<file path="config.mk">
export PLATFORM = sky130hd
export DESIGN_NAME = lsa_unit
export DESIGN_NICKNAME = d
export VERILOG_FILES = /design/src/rtl/lsa_pkg.sv /design/src/rtl/lsa_align_chk.sv /design/src/rtl/lsa_load_fmt.sv /design/src/rtl/lsa_store_fmt.sv /design/src/rtl/lsa_unit.sv
export SDC_FILE = /design/constraint.sdc
export NUM_CORES = 1
export LEC_CHECK = 0
export ABC_AREA = 1
export BUFFER_PORTS_ARGS = -buffer_cell sky130_fd_sc_hd__buf_2
export CAP_MARGIN = 20
export CORE_AREA = 3 3 118 165
export DETAILED_ROUTE_END_ITERATION = 6
export DIE_AREA = 0 0 121 168
export HOLD_SLACK_MARGIN = 0.1
export PLACE_DENSITY_LB_ADDON = 0.12
export SLEW_MARGIN = 20
export SYNTH_ARGS = -nofsm -noshare
export SYNTH_HDL_FRONTEND = slang
export SYNTH_SLANG_ARGS = --single-unit
export TNS_END_PERCENT = 100
</file>
<file path="constraint.sdc">
create_clock -name clk -period 2.4 [get_ports clk]
set_input_delay 0.12 -clock clk [delete_from_list [all_inputs] [get_ports clk]]
set_output_delay 0.12 -clock clk [all_outputs]
set_load 0.02 [all_outputs]
</file>
<file path="src/rtl/lsa_pkg.sv">
// Package: shared lane geometry and the access-size encoding.
// Assumes a four-lane, byte-laned data port.
package lsa_pkg;
    localparam int LSA_LANE_W = 8;
    localparam int LSA_LANES  = 4;
    localparam int LSA_DATA_W = LSA_LANES * LSA_LANE_W;
    localparam int LSA_OFF_W  = $clog2(LSA_LANES);
    localparam int LSA_DW_W   = 2 * LSA_DATA_W;

    typedef enum logic [1:0] {
        SZ_BYTE  = 2'b00,
        SZ_HALF  = 2'b01,
        SZ_WORD  = 2'b10,
        SZ_DWORD = 2'b11
    } lsa_size_e;
endpackage

</file>
<file path="src/rtl/lsa_align_chk.sv">
// Module: lsa_align_chk
// Applies the A mod S rule. S is a power of two, so the rule reduces to
// testing the low log2(S) address bits. Purely combinational.
module lsa_align_chk
    import lsa_pkg::*;
(
    input  lsa_size_e  size,
    input  logic [2:0] low_addr,
    output logic       misaligned
);
    logic [2:0] mask;

    // Build the mask of address bits that must be zero for this size.
    always_comb begin
        case (size)
            SZ_BYTE:  mask = 3'b000;
            SZ_HALF:  mask = 3'b001;
            SZ_WORD:  mask = 3'b011;
            default:  mask = 3'b111;
        endcase
    end

    assign misaligned = |(low_addr & mask);
endmodule

</file>
<file path="src/rtl/lsa_load_fmt.sv">
// Module: lsa_load_fmt
// Picks the addressed lanes of a raw little-endian memory word and moves
// them to bit 0, extending byte and halfword results. Word and doubleword
// beats pass straight through. Assumes four byte lanes.
module lsa_load_fmt
    import lsa_pkg::*;
(
    input  lsa_size_e              size,
    input  logic [LSA_OFF_W-1:0]   off,
    input  logic                   sext,
    input  logic [LSA_DATA_W-1:0]  rdata,
    output logic [LSA_DATA_W-1:0]  data
);
    localparam int HALF_W = 2 * LSA_LANE_W;

    logic [LSA_LANE_W-1:0] lane [LSA_LANES];
    logic [LSA_LANE_W-1:0] byte_v;
    logic [HALF_W-1:0]     half_v;

    genvar g;
    generate
        for (g = 0; g < LSA_LANES; g++) begin : g_lane
            assign lane[g] = rdata[g*LSA_LANE_W +: LSA_LANE_W];
        end
    endgenerate

    // Select the addressed byte and the addressed halfword.
    always_comb begin
        byte_v = lane[off];
        half_v = off[LSA_OFF_W-1] ? rdata[LSA_DATA_W-1 -: HALF_W]
                                  : rdata[HALF_W-1:0];
    end

    // Extend the selection to the full width according to size and sext.
    always_comb begin
        case (size)
            SZ_BYTE: data = {{(LSA_DATA_W-LSA_LANE_W){sext & byte_v[LSA_LANE_W-1]}}, byte_v};
            SZ_HALF: data = {{(LSA_DATA_W-HALF_W){sext & half_v[HALF_W-1]}}, half_v};
            default: data = rdata;
        endcase
    end
endmodule

</file>
<file path="src/rtl/lsa_store_fmt.sv">
// Module: lsa_store_fmt
// Computes per-lane write enables and lane-placed write data for one
// 32-bit beat. Byte and halfword data are replicated over the lanes, and
// the enables pick the live lanes. Assumes four byte lanes.
module lsa_store_fmt
    import lsa_pkg::*;
(
    input  lsa_size_e              size,
    input  logic [LSA_OFF_W-1:0]   off,
    input  logic [LSA_DATA_W-1:0]  wdata,
    output logic [LSA_LANES-1:0]   be,
    output logic [LSA_DATA_W-1:0]  lane_data
);
    genvar g;
    generate
        for (g = 0; g < LSA_LANES; g++) begin : g_lane
            localparam logic [LSA_OFF_W-1:0] LANE_ID = LSA_OFF_W'(g);
            localparam logic                 HALF_ID = 1'(g / 2);
            localparam int                   HALF_LO = (g % 2) * LSA_LANE_W;

            // Choose this lane's data byte and enable for the access size.
            always_comb begin
                case (size)
                    SZ_BYTE: begin
                        lane_data[g*LSA_LANE_W +: LSA_LANE_W] = wdata[LSA_LANE_W-1:0];
                        be[g] = (off == LANE_ID);
                    end
                    SZ_HALF: begin
                        lane_data[g*LSA_LANE_W +: LSA_LANE_W] = wdata[HALF_LO +: LSA_LANE_W];
                        be[g] = (off[LSA_OFF_W-1] == HALF_ID);
                    end
                    default: begin
                        lane_data[g*LSA_LANE_W +: LSA_LANE_W] = wdata[g*LSA_LANE_W +: LSA_LANE_W];
                        be[g] = 1'b1;
                    end
                endcase
            end
        end
    endgenerate
endmodule

</file>
<file path="src/rtl/lsa_unit.sv">
// Module: lsa_unit (top)
// Alignment unit for loads and stores. Accepts one request per cycle and
// registers one result per 32-bit beat. An aligned doubleword takes a
// second beat on the next cycle, during which in_ready is low. Assumes
// the requester supplies the high memory word on in_rdata in that cycle.
// Misaligned accesses return only the error flag.
module lsa_unit
    import lsa_pkg::*;
#(
    parameter int ADDR_W = 32
) (
    input  logic                   clk,
    input  logic                   rst_n,
    input  logic                   in_valid,
    output logic                   in_ready,
    input  logic                   in_store,
    input  logic [1:0]             in_size,
    input  logic                   in_sext,
    input  logic [ADDR_W-1:0]      in_addr,
    input  logic [LSA_DW_W-1:0]    in_wdata,
    input  logic [LSA_DATA_W-1:0]  in_rdata,
    output logic                   out_valid,
    output logic                   out_store,
    output logic                   out_beat,
    output logic [ADDR_W-3:0]      out_word_addr,
    output logic                   out_misalign,
    output logic [LSA_LANES-1:0]   out_be,
    output logic [LSA_DATA_W-1:0]  out_wdata,
    output logic [LSA_DATA_W-1:0]  out_rdata
);
    localparam int WA_W = ADDR_W - 2;

    logic                   busy_q;
    logic                   h_store;
    logic [WA_W-1:0]        h_waddr;
    logic [LSA_DATA_W-1:0]  h_wdata_hi;

    lsa_size_e              p_size;
    logic                   p_store;
    logic                   p_sext;
    logic [2:0]             p_low;
    logic [WA_W-1:0]        p_waddr;
    logic [LSA_DATA_W-1:0]  p_wdata;
    logic                   go;
    logic                   accept;
    logic                   mis;
    logic [LSA_DATA_W-1:0]  ld_data;
    logic [LSA_LANES-1:0]   st_be;
    logic [LSA_DATA_W-1:0]  st_data;

    assign in_ready = ~busy_q;
    assign accept   = in_valid & ~busy_q;
    assign go       = accept | busy_q;

    // Steer either the new request or the held second beat into the formatters.
    always_comb begin
        if (busy_q) begin
            p_size  = SZ_DWORD;
            p_store = h_store;
            p_sext  = 1'b0;
            p_low   = 3'b100;
            p_waddr = h_waddr;
            p_wdata = h_wdata_hi;
        end else begin
            p_size  = lsa_size_e'(in_size);
            p_store = in_store;
            p_sext  = in_sext;
            p_low   = in_addr[2:0];
            p_waddr = in_addr[ADDR_W-1:2];
            p_wdata = in_wdata[LSA_DATA_W-1:0];
        end
    end

    lsa_align_chk u_align (
        .size       (p_size),
        .low_addr   (busy_q ? 3'b000 : p_low),
        .misaligned (mis)
    );

    lsa_load_fmt u_load (
        .size  (p_size),
        .off   (p_low[LSA_OFF_W-1:0]),
        .sext  (p_sext),
        .rdata (in_rdata),
        .data  (ld_data)
    );

    lsa_store_fmt u_store (
        .size      (p_size),
        .off       (p_low[LSA_OFF_W-1:0]),
        .wdata     (p_wdata),
        .be        (st_be),
        .lane_data (st_data)
    );

    // Track the pending second beat of an aligned doubleword and hold its context.
    always_ff @(posedge clk) begin
        if (!rst_n) begin
            busy_q     <= 1'b0;
            h_store    <= 1'b0;
            h_waddr    <= '0;
            h_wdata_hi <= '0;
        end else if (busy_q) begin
            busy_q <= 1'b0;
        end else if (accept) begin
            busy_q     <= (p_size == SZ_DWORD) && !mis;
            h_store    <= in_store;
            h_waddr    <= in_addr[ADDR_W-1:2] + WA_W'(1);
            h_wdata_hi <= in_wdata[LSA_DW_W-1:LSA_DATA_W];
        end
    end

    // Register one result per beat, quieting data and enables on an error.
    always_ff @(posedge clk) begin
        if (!rst_n) begin
            out_valid     <= 1'b0;
            out_store     <= 1'b0;
            out_beat      <= 1'b0;
            out_word_addr <= '0;
            out_misalign  <= 1'b0;
            out_be        <= '0;
            out_wdata     <= '0;
            out_rdata     <= '0;
        end else begin
            out_valid <= go;
            if (go) begin
                out_store     <= p_store;
                out_beat      <= busy_q;
                out_word_addr <= p_waddr;
                out_misalign  <= mis;
                out_be        <= (p_store && !mis) ? st_be : '0;
                out_wdata     <= (p_store && !mis) ? st_data : '0;
                out_rdata     <= (!p_store && !mis) ? ld_data : '0;
            end
        end
    end

    a_r3_error_is_quiet: assert property (@(posedge clk) disable iff (!rst_n)
        (out_valid && out_misalign) |-> (out_be == '0 && out_wdata == '0 && out_rdata == '0));

    a_r3_no_second_beat: assert property (@(posedge clk) disable iff (!rst_n)
        (out_valid && out_misalign) |-> !busy_q);

    a_r9_second_beat_follows: assert property (@(posedge clk) disable iff (!rst_n)
        busy_q |=> (out_valid && out_beat));

    a_r9_word_addr_steps: assert property (@(posedge clk) disable iff (!rst_n)
        (out_valid && out_beat) |-> (out_word_addr == $past(out_word_addr) + WA_W'(1)));

    a_r7_store_lane_count: assert property (@(posedge clk) disable iff (!rst_n)
        (out_valid && out_store && !out_misalign) |->
            ($countones(out_be) == 1 || $countones(out_be) == 2 || $countones(out_be) == 4));

    a_r7_load_no_enables: assert property (@(posedge clk) disable iff (!rst_n)
        (out_valid && !out_store) |-> (out_be == '0));

    a_r10_idle_no_result: assert property (@(posedge clk) disable iff (!rst_n)
        (!in_valid && !busy_q) |=> !out_valid);
endmodule

</file>
# Word-level counts from Yosys, hierarchy flattened
# Index checks and enable logic that the tools add are counted.
[classes] add_sub_neg=1 n_lt_le_gt_ge=1 eq_ne=6 mux=23 bitwise_logic=10 reduce_logical=11
[ops] cell="32-bit 2-to-1 mux" n=3
[ops] cell="32-bit one-hot mux with 2 select lines" n=1
[ops] cell="8-bit 2-to-1 mux" n=4
[ops] cell="30-bit by 1-bit adder with 30-bit output, second input constant" n=1
[ops] cell="30-bit 2-to-1 mux" n=1
[ops] cell="8-bit binary-select mux with 2-bit select" n=1
[ops] cell="16-bit 2-to-1 mux" n=1
[ops] cell="8-bit one-hot mux with 2 select lines" n=1
[ops] cell="3-bit one-hot mux with 3 select lines" n=1
[ops] cell="2-bit equality test, second input constant" n=4
[ops] cell="1-bit one-hot mux with 2 select lines" n=4
[ops] cell="3-bit 2-to-1 mux" n=2
[ops] cell="3-bit OR reduction" n=2
[ops] cell="2-bit by 1-bit equality test with 1-bit output, second input constant" n=2
[ops] cell="2-bit logical NOT" n=2
[ops] cell="4-bit 2-to-1 mux" n=1
[ops] cell="1-bit NOT" n=4
[ops] cell="1-bit bitwise AND" n=3
[ops] cell="3-bit bitwise AND" n=1
[ops] cell="3-bit greater-or-equal comparator, second input constant" n=1
[ops] cell="1-bit logical AND" n=3
[ops] cell="2-bit NOT with 3-bit output" n=1
[ops] cell="1-bit logical NOT" n=2
[ops] cell="1-bit 2-to-1 mux" n=2
[ops] cell="other kinds (4)" n=4
[totals] register_bits=166 input_bits=135 output_inout_bits=103 word_cells=64

# Longest topological paths before layout
[depth] depth_word=8 mapped_depth=11

# By module
# Synthesis repeated with hierarchy kept, for this count alone.
[hier_totals] cells_unflattened=1372 area_unflattened_um2=8973.6
[modules_own_cells] module="lsa_unit" instances=1 cells_per_inst=1113 area_each_um2=7475.9 seq_area_each_um2=3323.2
[modules_own_cells] module="lsa_load_fmt" instances=1 cells_per_inst=153 area_each_um2=908.4 seq_area_each_um2=0.0
[modules_own_cells] module="lsa_store_fmt" instances=1 cells_per_inst=98 area_each_um2=559.3 seq_area_each_um2=0.0
[modules_own_cells] module="lsa_align_chk" instances=1 cells_per_inst=8 area_each_um2=30.0 seq_area_each_um2=0.0

# Worst setup path before layout
# No wires, ideal clock.
[synth_timing] path_kind="register -> register" startpoint="register busy_q" endpoint="register out_rdata[22]" setup_time_ns=0.059 arrival_ns=1.438 t_required_ns=2.341 path_slack_ns=0.903 stages_incl_launch_ff=10 path_buffers=2 synth_period_minus_slack_ns=1.497 path_cell_list="dfxtp_1 -> buf_6 -> nor2_8 -> nand2_4 -> nor2_1 -> nand4_2 -> nand2_2 -> buf_4 -> nand4_1 -> nand2_1"
[synth_via] elab_chain_cells=8
[synth_lines] element="start: declaration" line_no="lsa_unit.sv:33" rtl="logic busy_q;"
[synth_lines] element="start signal: assignment" line_no="lsa_unit.sv:106" rtl="busy_q <= (p_size == SZ_DWORD) && !mis;"
[synth_lines] element="3-bit 2-to-1 mux / 2-bit 2-to-1 mux (equally long branches)" line_no="lsa_unit.sv:57" rtl="if (busy_q) begin"
[synth_lines] element="2-bit NOT with 3-bit output (implied by the code) (tied with other cells)" line_no="lsa_load_fmt.sv:29" rtl="byte_v = lane[off];"
[synth_lines] element="8-bit binary-select mux with 2-bit select / 3-bit one-hot mux with 3 select lines (equally long branches)" line_no="lsa_load_fmt.sv:29, lsa_align_chk.sv:15"
[synth_lines] element="8-bit 2-to-1 mux (implied by the code) / 3-bit bitwise AND (equally long branches)" line_no="lsa_load_fmt.sv:29, lsa_align_chk.sv:23"
[synth_lines] element="8-bit 2-to-1 mux (implied by the code) / 3-bit OR reduction (equally long branches)" line_no="lsa_load_fmt.sv:29, lsa_align_chk.sv:23"
[synth_lines] element="1-bit bitwise AND / 1-bit logical NOT (equally long branches)" line_no="lsa_load_fmt.sv:37, lsa_unit.sv:133"
[synth_lines] element="32-bit one-hot mux with 2 select lines / 1-bit logical AND (equally long branches)" line_no="lsa_load_fmt.sv:36, lsa_unit.sv:133"
[synth_lines] element="32-bit 2-to-1 mux" line_no="lsa_unit.sv:133" rtl="out_rdata <= (!p_store && !mis) ? ld_data : '0;"
[synth_lines] element="end signal: assignment" line_no="lsa_unit.sv:133"
[synth_lines] element="end: declaration" line_no="lsa_unit.sv:29" rtl="output logic [LSA_DATA_W-1:0] out_rdata"
# Several ways; a longest one is shown, not always the timed one. The select of a mux whose other input is x is not followed.
# A chain may end at the register's enable or synchronous reset.

# Worst setup path after layout
[layout_timing] startpoint="input port in_size[1]" endpoint="register out_rdata[11]"
[layout_via] elab_chain_cells=8
[layout_lines] element="start: declaration" line_no="lsa_unit.sv:17" rtl="input logic [1:0] in_size,"
[layout_lines] element="2-bit 2-to-1 mux *" line_no="lsa_unit.sv:57"
[layout_lines] element="2-bit equality test (tied with other cells)" line_no="lsa_align_chk.sv:15" rtl="case (size)"
[layout_lines] element="3-bit one-hot mux with 3 select lines" line_no="lsa_align_chk.sv:15"
[layout_lines] element="3-bit bitwise AND" line_no="lsa_align_chk.sv:23" rtl="assign misaligned = |(low_addr & mask);"
[layout_lines] element="3-bit OR reduction" line_no="lsa_align_chk.sv:23"
[layout_lines] element="1-bit logical NOT" line_no="lsa_unit.sv:133"
[layout_lines] element="1-bit logical AND" line_no="lsa_unit.sv:133"
[layout_lines] element="32-bit 2-to-1 mux *" line_no="lsa_unit.sv:133"
# Mark *: on every way between the ends. The rest lies on a longest branch, timed or not.

==> results_dict.tcl <==
set metrics [dict create \
    netlist_area_um2 8066 \
    place_area_um2 9460 \
    crit_buf_inv 5 \
    fin_skew_ns 0.01127 \
    final_max_slew_viol_count 0 \
    slew_headroom 0.5487 \
    synth.most_common_cell "nand2_1" \
    clkTransAtPathRegs_ns 0.07 \
    yosys.area.top_type "dfxtp_1" \
    die_y_um 168 \
    whs_ns 0.1218 \
    routed_via_density 5.080 \
    drv_cap 0 \
    arrival_ns 2.57 \
    clockBufferDepth 2 \
    crit_path_start_kind "input pin" \
    synth-edff-count 0 \
    final.min_clock_period_ns 2.255 \
    grt_pass1_wl_um 44230 \
    grt_max_degree 88 \
    syn-mean-instance-area_um2 6.617 \
    root_buffer "clkbuf_16" \
    htreeDepth 4 \
    synthesis.nets 1355 \
    critPathSlowestCell "dlygate4sd3_1" \
    hold_viol 0 \
    ys.warnings.count 0 \
    cp_max_fo 17 \
    synth_mux_area_frac 0 \
    grt_pass1_vias 8810 \
    synth_commonest_cells "nand2_1 (388), dfxtp_1 (166), nor2_1 (149), inv_1 (128), o21ai_0 (88)" \
    cts.sinks 166 \
    synth_compound_area_frac 0.1412 \
    drt_iter0_drc 645 \
    pin_count 238 \
    io_buffer_count 237 \
    synth_area_leaders "dfxtp_1 (41%), nand2_1 (18%), nor2_1 (6.9%), inv_1 (6.0%), o21ai_0 (5.5%)" \
    dr.pass1.iters 6 \
    dp_slack_ns 0.4162 \
    core_um2 18070 \
    finalSetupViolCount 0 \
    setup_tns_ns 0 \
    synth_top_cell_area_share 0.4120 \
    syn-instance-count 1219 \
    area_delta_synth_final_pct 38.93 \
    synthAdderAreaFrac 0.001551 \
    synth_flop_cell "dfxtp_1" \
    max_clock_freq_ghz 0.4434 \
    synth.distinct_cells 40 \
    synthXorXnorAreaFrac 0.006515 \
    yosysSeqAreaShare 0.4120 \
    hp-class "in2reg" \
    route.vias.total 9139 \
    dpl.hpwl_um 19820 \
    powerDensity_nw_per_um2 615.2 \
    crit_family "buffers and inverters" \
    max_stage_delay_ns 0.57 \
    status "finished clean" \
    worst_slack_ns 0.1446 \
    cp_common_cell "nand2_1" \
    final_antenna_net_count 0 \
    power_leakage_nw 5.615 \
    grtUsageTotal 0.2746 \
    synth_top_family_by_area "simple AND/OR/NAND/NOR gates" \
    crit_chain "dlygate4sd3_1 > buf_2 > nor2_8 > inv_1 > a21oi_2 > inv_1 > nand2_1 > nand3_1 > dlygate4sd3_1 > nand2_1 > nand2_1" \
    worstSetupPathType "in2reg" \
    cts_tree "built" \
    initial_core_util 0.4464 \
    cts_made_buffers 17 \
    design.die.area_um2 20330 \
    place.gp.congestion 0.8860 \
    wirelength_um 28280 \
    synthSimpleGateAreaFrac 0.3430 \
    nets 1681 \
    post-route-drc-count 0 \
    fillers 1714 \
    fin_crit_sh 0.9398 \
    crit_required_ns 2.72 \
    globalRouteOverflowTotal 0 \
    drive_above_1_share 0.2009 \
    end_kind "flop" \
    die_w_um 121 \
    ys_ff_latch 166 \
    worst_pin_slew_ns 0.6745 \
    postLayoutCellArea_um2 11210 \
    rows 58 \
    async_flop_share 0 \
    clk_latency_ns 0.43 \
    wl_per_cell_um 15.72 \
    post-route-util 0.6202 \
    ir_drop_mv 0.3613 \
    rsz0062_at_grt "no" \
    antenna_found_initial 1 \
]
==> area by class of cell <==
cell class	count	area, µm²	area share
inverters	129	484.2	0.04321
diodes	1	2.502	0.0002233
clock buffers	20	456.7	0.04075
clock inverters	12	143.9	0.01284
well taps	240	300.3	0.02679
flip-flops and latches	166	3324	0.2966
multi-input cells	862	4001	0.3570
repair buffers	369	2494	0.2225
==> cells by family after synthesis <==
group,count (synthesis)
and+or+nand+nor,659
AOI/OAI and AO/OA,196
buffers and inverters,191
DFF,166
xor gates and xnor gates,6
adders and majority gates,1
==> layer usage <==
metal  vias up  routed length [µm]  track usage
li1       4562                   -            -
met5         -                   0            0
met3        79                1655      0.04637
met2       348               14480       0.4990
met1      4150               10680       0.3001
met4         0                1459       0.1469
==> per-stage QoR <==
step                total power, W  cells
global placement          0.003988   1654
global route              0.007190   1799
CTS                       0.006930   1796
detailed placement        0.003995   1654
floorplan                 0.003598   1219
finish                    0.006895   1799
==> where the power goes <==
part | leakage [nW] | switching, W | internal, W | total, W
Combinational | 3.97 | 0.000679 | 0.000460 | 0.00114
Clock | 0.284 | 0.00119 | 0.00161 | 0.00280
Sequential | 1.36 | 0.0000686 | 0.00289 | 0.00296
==> cell usage in the layout, fill, tap and decap left out, drive strengths merged <==
cell         count
ha               1
clkinv           4
inv            132
a22oi           20
nor3b            2
bufinv           2
o211ai          15
dlygate4sd3    110
xor2             4
o21ai           90
nor3             9
o31ai            1
a2111oi          1
clkbuf          20
clkinvlp         3
nand3b           8
a211oi           5
dfxtp          166
o22ai            4
diode            1
nand2          394
o21a             1
o221ai           1
buf            259
nor2           155
nand4           22
a31oi            5
o2111ai          8
xnor2            2
nand3           69
a21oi           45
==> registers in the layout, summed over array words and instances, names as in the netlist, 4 cells and up <==
| signal | flops |
|---|---|
| h_waddr | 30 |
| h_wdata_hi | 32 |
| out_be | 4 |
| out_rdata | 32 |
| out_wdata | 32 |
| out_word_addr | 30 |
==> worst paths after layout <==
kind                                       to  cells after the start  slack [ns]         start
worst max-delay path            out_rdata[11]                     11        0.14    in_size[1]
worst min-delay path            out_rdata[31]                      5        0.12  in_rdata[31]
worst max register to register  out_rdata[11]                      9        0.16        busy_q
worst min register to register   out_wdata[3]                      2        0.45  out_wdata[3]
==> worst register-to-register path: cells and delay by family, from the launching register on <==
family | cells | cell delay (ns)
compound gates | 1 | 0.25
buf+inv | 3 | 0.91
flops | 1 | 0.41
simple gates | 5 | 0.57
==> what timing repair did <==
| action | in CTS | in global routing |
|---|---|---|
| buffers inserted | 0 | 2 |
| setup endpoints to repair | 0 | 13 |
| hold buffers | 110 | 0 |
| resized for setup | 0 | 6 |
| hold endpoints to repair | 111 | 0 |
Power figures use the tool's default switching activity.
